--- config.mk ---
export PLATFORM = sky130hd
export DESIGN_NAME = pxw_top
export DESIGN_NICKNAME = d
export VERILOG_FILES = /design/src/rtl/pxw_pkg.sv /design/src/rtl/pxw_ctrl.sv /design/src/rtl/pxw_datapath.sv /design/src/rtl/pxw_top.sv
export SDC_FILE = /design/constraint.sdc
export NUM_CORES = 1
export LEC_CHECK = 0
export ABC_CLOCK_PERIOD_IN_PS = 19900
export BUFFER_PORTS_ARGS = -buffer_cell sky130_fd_sc_hd__buf_2
export CORE_MARGIN = 1
export CORE_UTILIZATION = 60
export CTS_CLUSTER_SIZE = 28
export DETAILED_ROUTE_END_ITERATION = 7
export PLACE_DENSITY = 0.8
export SKIP_LAST_GASP = 1
export SYNTH_ARGS = -nofsm -noshare
export SYNTH_HDL_FRONTEND = slang
export SYNTH_SLANG_ARGS = --single-unit
--- constraint.sdc ---
create_clock -name clk -period 19.9 [get_ports clk]
set_input_delay 2.985 -clock clk [delete_from_list [all_inputs] [get_ports clk]]
set_output_delay 2.985 -clock clk [all_outputs]
set_load 0.01 [all_outputs]
--- src/rtl/pxw_pkg.sv ---
`timescale 1ns/1ps
package pxw_pkg;

  typedef enum logic [1:0] {
    XF_IDLE   = 2'd0,
    XF_LOAD   = 2'd1,
    XF_COMMIT = 2'd2
  } xfer_state_e;

  // Strobes from control to datapath
  typedef struct packed {
    logic setup;    // latch window and length
    logic take;     // count one data word
    logic commit;   // start row walk, widen dirty box
    logic rowStep;  // advance to next row
  } xfer_strobe_t;

  // Bytes per pixel for a format code; 0 means unsupported
  function automatic logic [2:0] fmtBytes(input logic [3:0] code);
    case (code)
      4'd1:       fmtBytes = 3'd2;
      4'd2, 4'd3: fmtBytes = 3'd3;
      4'd6, 4'd7: fmtBytes = 3'd4;
      default:    fmtBytes = 3'd0;
    endcase
  endfunction

endpackage

--- src/rtl/pxw_ctrl.sv ---
`timescale 1ns/1ps
module pxw_ctrl
  import pxw_pkg::*;
(
  input  logic         clk,
  input  logic         rst_n,
  input  logic         srcWr,
  input  logic         dataWr,
  input  logic         setupOk,
  input  logic         lenIsOne,
  input  logic         cntIsOne,
  input  logic         rowLast,
  output xfer_strobe_t stb,
  output logic         busy,
  output logic         fbWrEn
);

  xfer_state_e state, stateNext;

  always_comb begin
    stb       = '0;
    stateNext = state;
    case (state)
      XF_IDLE: begin
        if (srcWr) begin
          if (setupOk) begin
            stb.setup = 1'b1;
            stateNext = XF_LOAD;
          end
        end else if (dataWr && setupOk) begin
          stb.setup = 1'b1;
          stb.take  = 1'b1;
          if (lenIsOne) begin
            stb.commit = 1'b1;
            stateNext  = XF_COMMIT;
          end else begin
            stateNext = XF_LOAD;
          end
        end
      end
      XF_LOAD: begin
        if (srcWr) begin
          if (setupOk) stb.setup = 1'b1;
        end else if (dataWr) begin
          stb.take = 1'b1;
          if (cntIsOne) begin
            stb.commit = 1'b1;
            stateNext  = XF_COMMIT;
          end
        end
      end
      XF_COMMIT: begin
        stb.rowStep = 1'b1;
        if (rowLast) stateNext = XF_IDLE;
      end
      default: stateNext = XF_IDLE;
    endcase
  end

  always_ff @(posedge clk) begin
    if (!rst_n) state <= XF_IDLE;
    else        state <= stateNext;
  end

  assign busy   = (state != XF_IDLE);
  assign fbWrEn = (state == XF_COMMIT);

endmodule

--- src/rtl/pxw_datapath.sv ---
`timescale 1ns/1ps
module pxw_datapath
  import pxw_pkg::*;
#(
  parameter int CW      = 10,
  parameter int DISP_W  = 64,
  parameter int DISP_H  = 48,
  parameter int OUT_BPP = 4,
  parameter int ADDR_W  = 20,
  localparam int BW     = CW + 1,
  localparam int LEN_W  = 2 * CW + 4
)(
  input  logic              clk,
  input  logic              rst_n,
  input  logic              fmtWr,
  input  logic [3:0]        fmtIn,
  input  logic              srcWr,
  input  logic [2:0]        srcIn,
  input  logic [CW-1:0]     xStart,
  input  logic [CW-1:0]     xEnd,
  input  logic [CW-1:0]     yStart,
  input  logic [CW-1:0]     yEnd,
  input  logic              refreshReq,
  input  xfer_strobe_t      stb,
  output logic              setupOk,
  output logic              lenIsOne,
  output logic              cntIsOne,
  output logic              rowLast,
  output logic [LEN_W-1:0]  wordsLeft,
  output logic [ADDR_W-1:0] fbAddr,
  output logic              refreshGo,
  output logic [BW-1:0]     minX,
  output logic [BW-1:0]     minY,
  output logic [BW-1:0]     maxX,
  output logic [BW-1:0]     maxY
);

  localparam int PW = 2 * BW + 3;

  logic [3:0]       fmtReg;
  logic [2:0]       srcReg, srcCand, bpp;
  logic [BW-1:0]    wCfg, hCfg, wReg, hReg, rowIdx;
  logic [CW-1:0]    xsReg, ysReg;
  logic [PW-1:0]    prod;
  logic [LEN_W-1:0] lenCfg, cnt;

  // Configuration registers
  always_ff @(posedge clk) begin
    if (!rst_n) begin
      fmtReg <= 4'd3;
      srcReg <= 3'd0;
    end else begin
      if (fmtWr) fmtReg <= fmtIn;
      if (srcWr) srcReg <= srcIn;
    end
  end

  // Setup validation and length
  assign srcCand  = srcWr ? srcIn : srcReg;
  assign bpp      = fmtBytes(fmtReg);
  assign wCfg     = BW'(xEnd) - BW'(xStart) + BW'(1);
  assign hCfg     = BW'(yEnd) - BW'(yStart) + BW'(1);
  assign prod     = PW'(bpp) * PW'(wCfg) * PW'(hCfg);
  assign lenCfg   = LEN_W'(prod >> 1);
  assign setupOk  = (srcCand <= 3'd3) && (bpp != 3'd0) &&
                    (xEnd >= xStart) && (yEnd >= yStart);
  assign lenIsOne = (lenCfg == LEN_W'(1));
  assign cntIsOne = (cnt == LEN_W'(1));
  assign rowLast  = (rowIdx == hReg - BW'(1));

  // Window latch, word counter and row walker
  always_ff @(posedge clk) begin
    if (!rst_n) begin
      xsReg  <= '0;
      ysReg  <= '0;
      wReg   <= '0;
      hReg   <= '0;
      cnt    <= '0;
      rowIdx <= '0;
    end else begin
      if (stb.setup) begin
        xsReg <= xStart;
        ysReg <= yStart;
        wReg  <= wCfg;
        hReg  <= hCfg;
        cnt   <= stb.take ? lenCfg - LEN_W'(1) : lenCfg;
      end else if (stb.take) begin
        cnt <= cnt - LEN_W'(1);
      end
      if (stb.commit)       rowIdx <= '0;
      else if (stb.rowStep) rowIdx <= rowIdx + BW'(1);
    end
  end

  assign wordsLeft = cnt;

  logic [31:0] rowAbs;
  assign rowAbs = 32'(ysReg) + 32'(rowIdx);
  assign fbAddr = ADDR_W'((rowAbs * 32'(DISP_W) + 32'(xsReg)) * 32'(OUT_BPP));

  // Dirty box: a lazy setup commits with the window being latched this cycle
  logic [BW-1:0] wxs, wys, wxe, wye, bMinX, bMinY, bMaxX, bMaxY;
  assign wxs = BW'(stb.setup ? xStart : xsReg);
  assign wys = BW'(stb.setup ? yStart : ysReg);
  assign wxe = wxs + (stb.setup ? wCfg : wReg);
  assign wye = wys + (stb.setup ? hCfg : hReg);

  assign refreshGo = refreshReq && (maxX > minX);
  assign bMinX = refreshGo ? BW'(DISP_W) : minX;
  assign bMinY = refreshGo ? BW'(DISP_H) : minY;
  assign bMaxX = refreshGo ? '0 : maxX;
  assign bMaxY = refreshGo ? '0 : maxY;

  always_ff @(posedge clk) begin
    if (!rst_n) begin
      minX <= BW'(DISP_W);
      minY <= BW'(DISP_H);
      maxX <= '0;
      maxY <= '0;
    end else if (stb.commit) begin
      minX <= (wxs < bMinX) ? wxs : bMinX;
      minY <= (wys < bMinY) ? wys : bMinY;
      maxX <= (wxe > bMaxX) ? wxe : bMaxX;
      maxY <= (wye > bMaxY) ? wye : bMaxY;
    end else if (refreshGo) begin
      minX <= bMinX;
      minY <= bMinY;
      maxX <= bMaxX;
      maxY <= bMaxY;
    end
  end

endmodule

--- src/rtl/pxw_top.sv ---
`timescale 1ns/1ps
module pxw_top
  import pxw_pkg::*;
#(
  parameter int CW      = 10,
  parameter int DISP_W  = 64,
  parameter int DISP_H  = 48,
  parameter int OUT_BPP = 4,
  parameter int ADDR_W  = 20,
  localparam int BW     = CW + 1,
  localparam int LEN_W  = 2 * CW + 4
)(
  input  logic              clk,
  input  logic              rst_n,
  input  logic              fmtWr,
  input  logic [3:0]        fmtIn,
  input  logic              srcWr,
  input  logic [2:0]        srcIn,
  input  logic [CW-1:0]     xStart,
  input  logic [CW-1:0]     xEnd,
  input  logic [CW-1:0]     yStart,
  input  logic [CW-1:0]     yEnd,
  input  logic              dataWr,
  input  logic              refreshReq,
  output logic              busy,
  output logic [LEN_W-1:0]  wordsLeft,
  output logic              fbWrEn,
  output logic [ADDR_W-1:0] fbAddr,
  output logic              refreshGo,
  output logic [BW-1:0]     minX,
  output logic [BW-1:0]     minY,
  output logic [BW-1:0]     maxX,
  output logic [BW-1:0]     maxY
);

  xfer_strobe_t stb;
  logic setupOk, lenIsOne, cntIsOne, rowLast;

  pxw_ctrl u_ctrl (
    .clk(clk), .rst_n(rst_n), .srcWr(srcWr), .dataWr(dataWr),
    .setupOk(setupOk), .lenIsOne(lenIsOne), .cntIsOne(cntIsOne),
    .rowLast(rowLast), .stb(stb), .busy(busy), .fbWrEn(fbWrEn)
  );

  pxw_datapath #(
    .CW(CW), .DISP_W(DISP_W), .DISP_H(DISP_H),
    .OUT_BPP(OUT_BPP), .ADDR_W(ADDR_W)
  ) u_dp (
    .clk(clk), .rst_n(rst_n), .fmtWr(fmtWr), .fmtIn(fmtIn),
    .srcWr(srcWr), .srcIn(srcIn), .xStart(xStart), .xEnd(xEnd),
    .yStart(yStart), .yEnd(yEnd), .refreshReq(refreshReq), .stb(stb),
    .setupOk(setupOk), .lenIsOne(lenIsOne), .cntIsOne(cntIsOne),
    .rowLast(rowLast), .wordsLeft(wordsLeft), .fbAddr(fbAddr),
    .refreshGo(refreshGo), .minX(minX), .minY(minY), .maxX(maxX), .maxY(maxY)
  );

endmodule

# Yosys cells after proc, flatten, opt, wreduce, memory -nomap -nowiden
# Index checks and enable logic that the tools add are counted.
# classes
n_addsub,12
mul,2
div_mod_pow,0
magnitude_cmp,8
n_eq_ne,16
shift,0
muxes,45
bitwise_logic,1
reduce_logical,14
# op_table
op,count
$mux W11,18
$mux W24,3
$eq A24 B1 Y1 const B,2
$sub A24 B1 Y24 const B,2
$add A11 B1 Y11 const B,3
$gt A11 B11 Y1,3
$mul A14 B11 Y25,1
$add A11 B11 Y11,2
$lt A11 B11 Y1,2
$mux W2,11
$sub A10 B10 Y11,2
$ge A10 B10 Y1,2
$mux W10,2
$add A18 B10 Y18,1
$mul A3 B11 Y14,1
$add A10 B11 Y12,1
$eq A11 B11 Y1,1
$sub A11 B1 Y11 const B,1
$pmux W3 S3,1
$eq A4 B2 Y1 const B,2
$eq A4 B3 Y1 const B,2
$mux W1,6
$mux W3,2
$ne A2 B2 Y1 const B,3
15 further kinds,24
# totals
register_bits,130
latch_bits,0
mem_bits_rw,0
romBits,0
n_memories,0

# Longest topological paths before layout
# logic_depth
depth_word,16
ltp_mapped,46
depth_no_buf,41

# Modules after synthesis
# Synthesis repeated with hierarchy kept, for this count alone.
# unflattened
hier_cells,2028
area_unflattened_um2,16505.8
# modules_own_cells
mod,n_inst,cells_each,area_per_inst_um2,seq_area_each_um2
pxw_datapath,1,2006,16313.1,2522.4
pxw_ctrl,1,22,192.7,40.0

# Worst setup path before layout
# Ideal clock, no wire load.
# synth_path
kind,in2reg
from,input xStart[1]
to,register u_dp.minY[0]
setup_ns,0.123
t_arrival_ns,12.592
t_required_ns,19.777
setup_slack_ns,7.184
cell_stages,40
n_path_buf,2
cell_sequence,inv_1 > ha_1 > inv_1 > ha_1 > inv_1 > fa_1 > or3_1 > fa_1 > inv_1 > ha_1 > a21oi_1 > o21bai_1 > a21oi_1 > o21ai_0 > a21oi_1 > o21bai_1 > a2111o_1 > nand2_1 > [4 not listed] > fa_1 > fa_1 > inv_1 > fa_1 > inv_1 > ha_1 > buf_2 > nand3_1 > nor2_1 > o2111ai_1 > o21ai_2 > nand4bb_1 > nand4_1 > or4_1 > buf_2 > o41a_1 > nor2_4 > mux2_1
# synth_between
elab_chain_len,11
# synth_rtl
element,line,source
start: declaration,pxw_top.sv:19,"input logic [CW-1:0] xStart,"
branches (longest 6 deep; another with $mul A14 B11 Y25),n/a,
$pmux W3 S2 *,pxw_ctrl.sv:23,case (state)
$mux W10,pxw_datapath.sv:104,assign wys = BW'(stb.setup ? yStart : ysReg);
$lt A11 B11 Y1,pxw_datapath.sv:122,minY <= (wys < bMinY) ? wys : bMinY;
$mux W11,pxw_datapath.sv:122,
$mux W11,pxw_datapath.sv:120,end else if (stb.commit) begin
end signal: assignment,pxw_datapath.sv:117,minY <= BW'(DISP_H);
end signal: assignment,pxw_datapath.sv:122,
end signal: assignment,pxw_datapath.sv:127,minY <= bMinY;
end: declaration,pxw_datapath.sv:33,"output logic [BW-1:0] minY,"
# Every way passes the cells marked *.
# A chain may end at the register's enable or synchronous reset.

# Final worst setup path
# layout_path
from,input xStart[1]
to,register u_dp.maxX[0]
# layout_between
elab_chain_len,12
# layout_rtl
element,line,source
branches (longest 12 deep; another with $mul A14 B11 Y25),n/a,
end signal: assignment,pxw_datapath.sv:123,maxX <= (wxe > bMaxX) ? wxe : bMaxX;
end signal: assignment,pxw_datapath.sv:128,maxX <= bMaxX;
end: declaration,pxw_datapath.sv:34,"output logic [BW-1:0] maxX,"
# Parallel ways; which one is timed is not known.

==> reports/results.tsv <==
metric	value	unit
setup_ws	6012	ps
portBuffers	139	
ioPinCount	144	
cp_data_arrival_time	14230	ps
route.detailed.drc	0	
grt_max_degree	56	
cts_setup_buffers	0	
htreeDepth	4	
async_flop_share	0	%
drt_pre_antenna_iters	5	
synth.largest_area_cell	fa_1	
slew_viol_final	0	
final_cell_mix	inv_1 (255), nand2_1 (229), ha_1 (209)	
tns	0	ps
grt_pass1_vias	14473	
setup_viol	0	
finalHoldViolations	0	
core	26950	sq um
start_util	61.20	%
dieWidth	167.8	um
cp_max_fo	9	
ys_warn_count	0	
cp.required	20250	ps
synth.cell_area	16490	sq um
grt_busiest_layer	met2	
routed_wl	45360	um
antenna_found_initial	0	
fp-row-count	60	
grtUsageTotal	32.44	%
end_kind	register	
timing.fmax	0.07201	GHz
synth_seq_cells	128	
dpl_worst_slack	5761	ps
first_iter_violations	1159	
overflow	0	
hold_path_class	reg -> reg	
dieArea	28160	sq um
syn_avg_cell_area	8.006	sq um
ys.flop_type	dfxtp_1	
rsz0062_at_grt	no	
cpMostUsedCell	inv_1	
via_count	15194	
hpwlAfterDp	36110	um
viasPerCell	6.041	
ctsResizeCount	0	
root_buffer	clkbuf_16	
die_h	167.8	um
slowest_stage	o41ai_1	
worst_pin_slew	1133	ps
clk_pin_slew	60	ps
synthCells	2060	
clock_latency	430	ps
cts_buffers	17	
numClockSinks	128	
nets	2554	
synth_top_area_share	15.90	%
synth.distinct_cells	87	
met2_usage	53.95	%
clk_path_buf_depth	2	
drv_cap	0	
grt_pass1_wl	73240	um
synth_seq_area_share	15.54	%
drive_above_1_share	10.35	%
status	completed	
synth_edf_count	0	
antenna_left	0	
critPathKind	in -> reg	
critical_path.max_stage_delay	850	ps
start_kind	primary input	
routedWlPerCell	18.03	um
grt.met1_usage	44.77	%
cts_tree	yes	
syn2layout_area_growth	9.323	%
post-route-min-period	13890	ps
met3_usage	3.902	%
skew	16.34	ps
synth_area_leaders	fa_1 (16%), ha_1 (16%), dfxtp_1 (16%)	
cts_hold_buffers	0	
relSlewSlack	23.94	%
place_congestion	0.9451	
final.period_utilization	69.79	%
diodes	0	
layout_commonest_cell	inv_1	
worst max-delay path: cells and delay by family:
kind | cells | cell delay, ps
adders and majority gates | 11 | 4780
and+or+nand+nor | 8 | 2070
xor gates and xnor gates | 2 | 840
buffers and inverters | 9 | 570
AOI/OAI and AO/OA | 10 | 2720
muxes | 1 | 240
through the flow:
stage / instances / util, % / hold WS, ps / instance area, sq um
after global placement: 2483 / 64.59 / 463.2 / 17410
after global routing: 2515 / 66.90 / 515.7 / 18030
after floorplan: 2061 / - / 465.3 / 16500
after detailed placement: 2483 / 64.59 / 470.8 / 17410
final: 2515 / 66.90 / 479.0 / 18030
after CTS: 2515 / 66.90 / 480.1 / 18030
layer usage:
| layer | wire [um] | part of all wire [%] |
|---|---|---|
| met1 | 19740 | 44 |
| met2 | 21210 | 47 |
| met3 | 3503 | 7.7 |
| met4 | 894 | 2.0 |
| met5 | 0 | 0 |
registers in the layout (all words and copies together) (netlist names):
register,count
u_dp.wordsLeft,24
u_dp.hReg,11
u_dp.maxX,11
u_dp.maxY,11
u_dp.minX,11
u_dp.minY,11
u_dp.rowIdx,11
u_dp.wReg,11
u_dp.xsReg,10
u_dp.ysReg,10
u_dp.fmtReg,4
u_ctrl.state,2
u_dp.srcReg,1
path summary, 6_finish.rpt:
path                        from            to  slack, ps  depth (start not counted)
hold / removal      u_dp.maxY[7]  u_dp.maxY[7]        480                          2
setup reg to reg  u_dp.fmtReg[1]  u_dp.maxX[0]       8630                         36
hold reg to reg     u_dp.maxY[7]  u_dp.maxY[7]        480                          2
setup / recovery       xStart[1]  u_dp.maxX[0]       6010                         41
cell usage after synthesis, types with 11 or more instances:
| library cell | instances |
|---|---|
| and2_1 | 45 |
| buf_2 | 11 |
| nand3_1 | 58 |
| xor2_1 | 57 |
| ha_1 | 209 |
| nand4_1 | 32 |
| o21a_1 | 13 |
| a21oi_1 | 97 |
| or3_1 | 12 |
| o21ai_1 | 25 |
| xnor2_1 | 83 |
| mux2i_1 | 27 |
| o21bai_1 | 18 |
| o31ai_1 | 12 |
| nor2b_1 | 20 |
| a21o_1 | 39 |
| clkbuf_1 | 44 |
| nor2_1 | 188 |
| dfxtp_1 | 128 |
| a211oi_1 | 12 |
| nor4_1 | 18 |
| nand2_1 | 229 |
| nand2b_1 | 28 |
| nor3_1 | 36 |
| inv_1 | 255 |
| or4_1 | 12 |
| fa_1 | 131 |
| o21ai_0 | 71 |
logic make-up after synthesis:
| kind of cell | after synthesis | share of synthesized area, % |
|---|---|---|
| flip-flops | 128 | 15.54 |
| other | 1 | 0.02274 |
| buffers and inverters | 334 | 8.026 |
| adder cells (fa/ha/maj) | 340 | 31.76 |
| AO/OA/AOI/OAI | 364 | 14.41 |
| multiplexers | 31 | 1.934 |
| XOR/XNOR | 140 | 7.434 |
| AND/OR/NAND/NOR | 722 | 20.88 |
cell type report:
class | count | area [sq um]
Fill cell | 2224 | 8920
Sequential cell | 128 | 2562
Inverter | 258 | 968.4
Tap cell | 341 | 426.7
Clock buffer | 18 | 429.2
Multi-Input combinational cell | 1599 | 12620
Timing Repair Buffer | 157 | 830.8
Clock inverter | 14 | 193.9
Power is left out: the tool's default activity adds up to more than one toggle a clock period on the data nets, which glitch-free logic cannot reach.
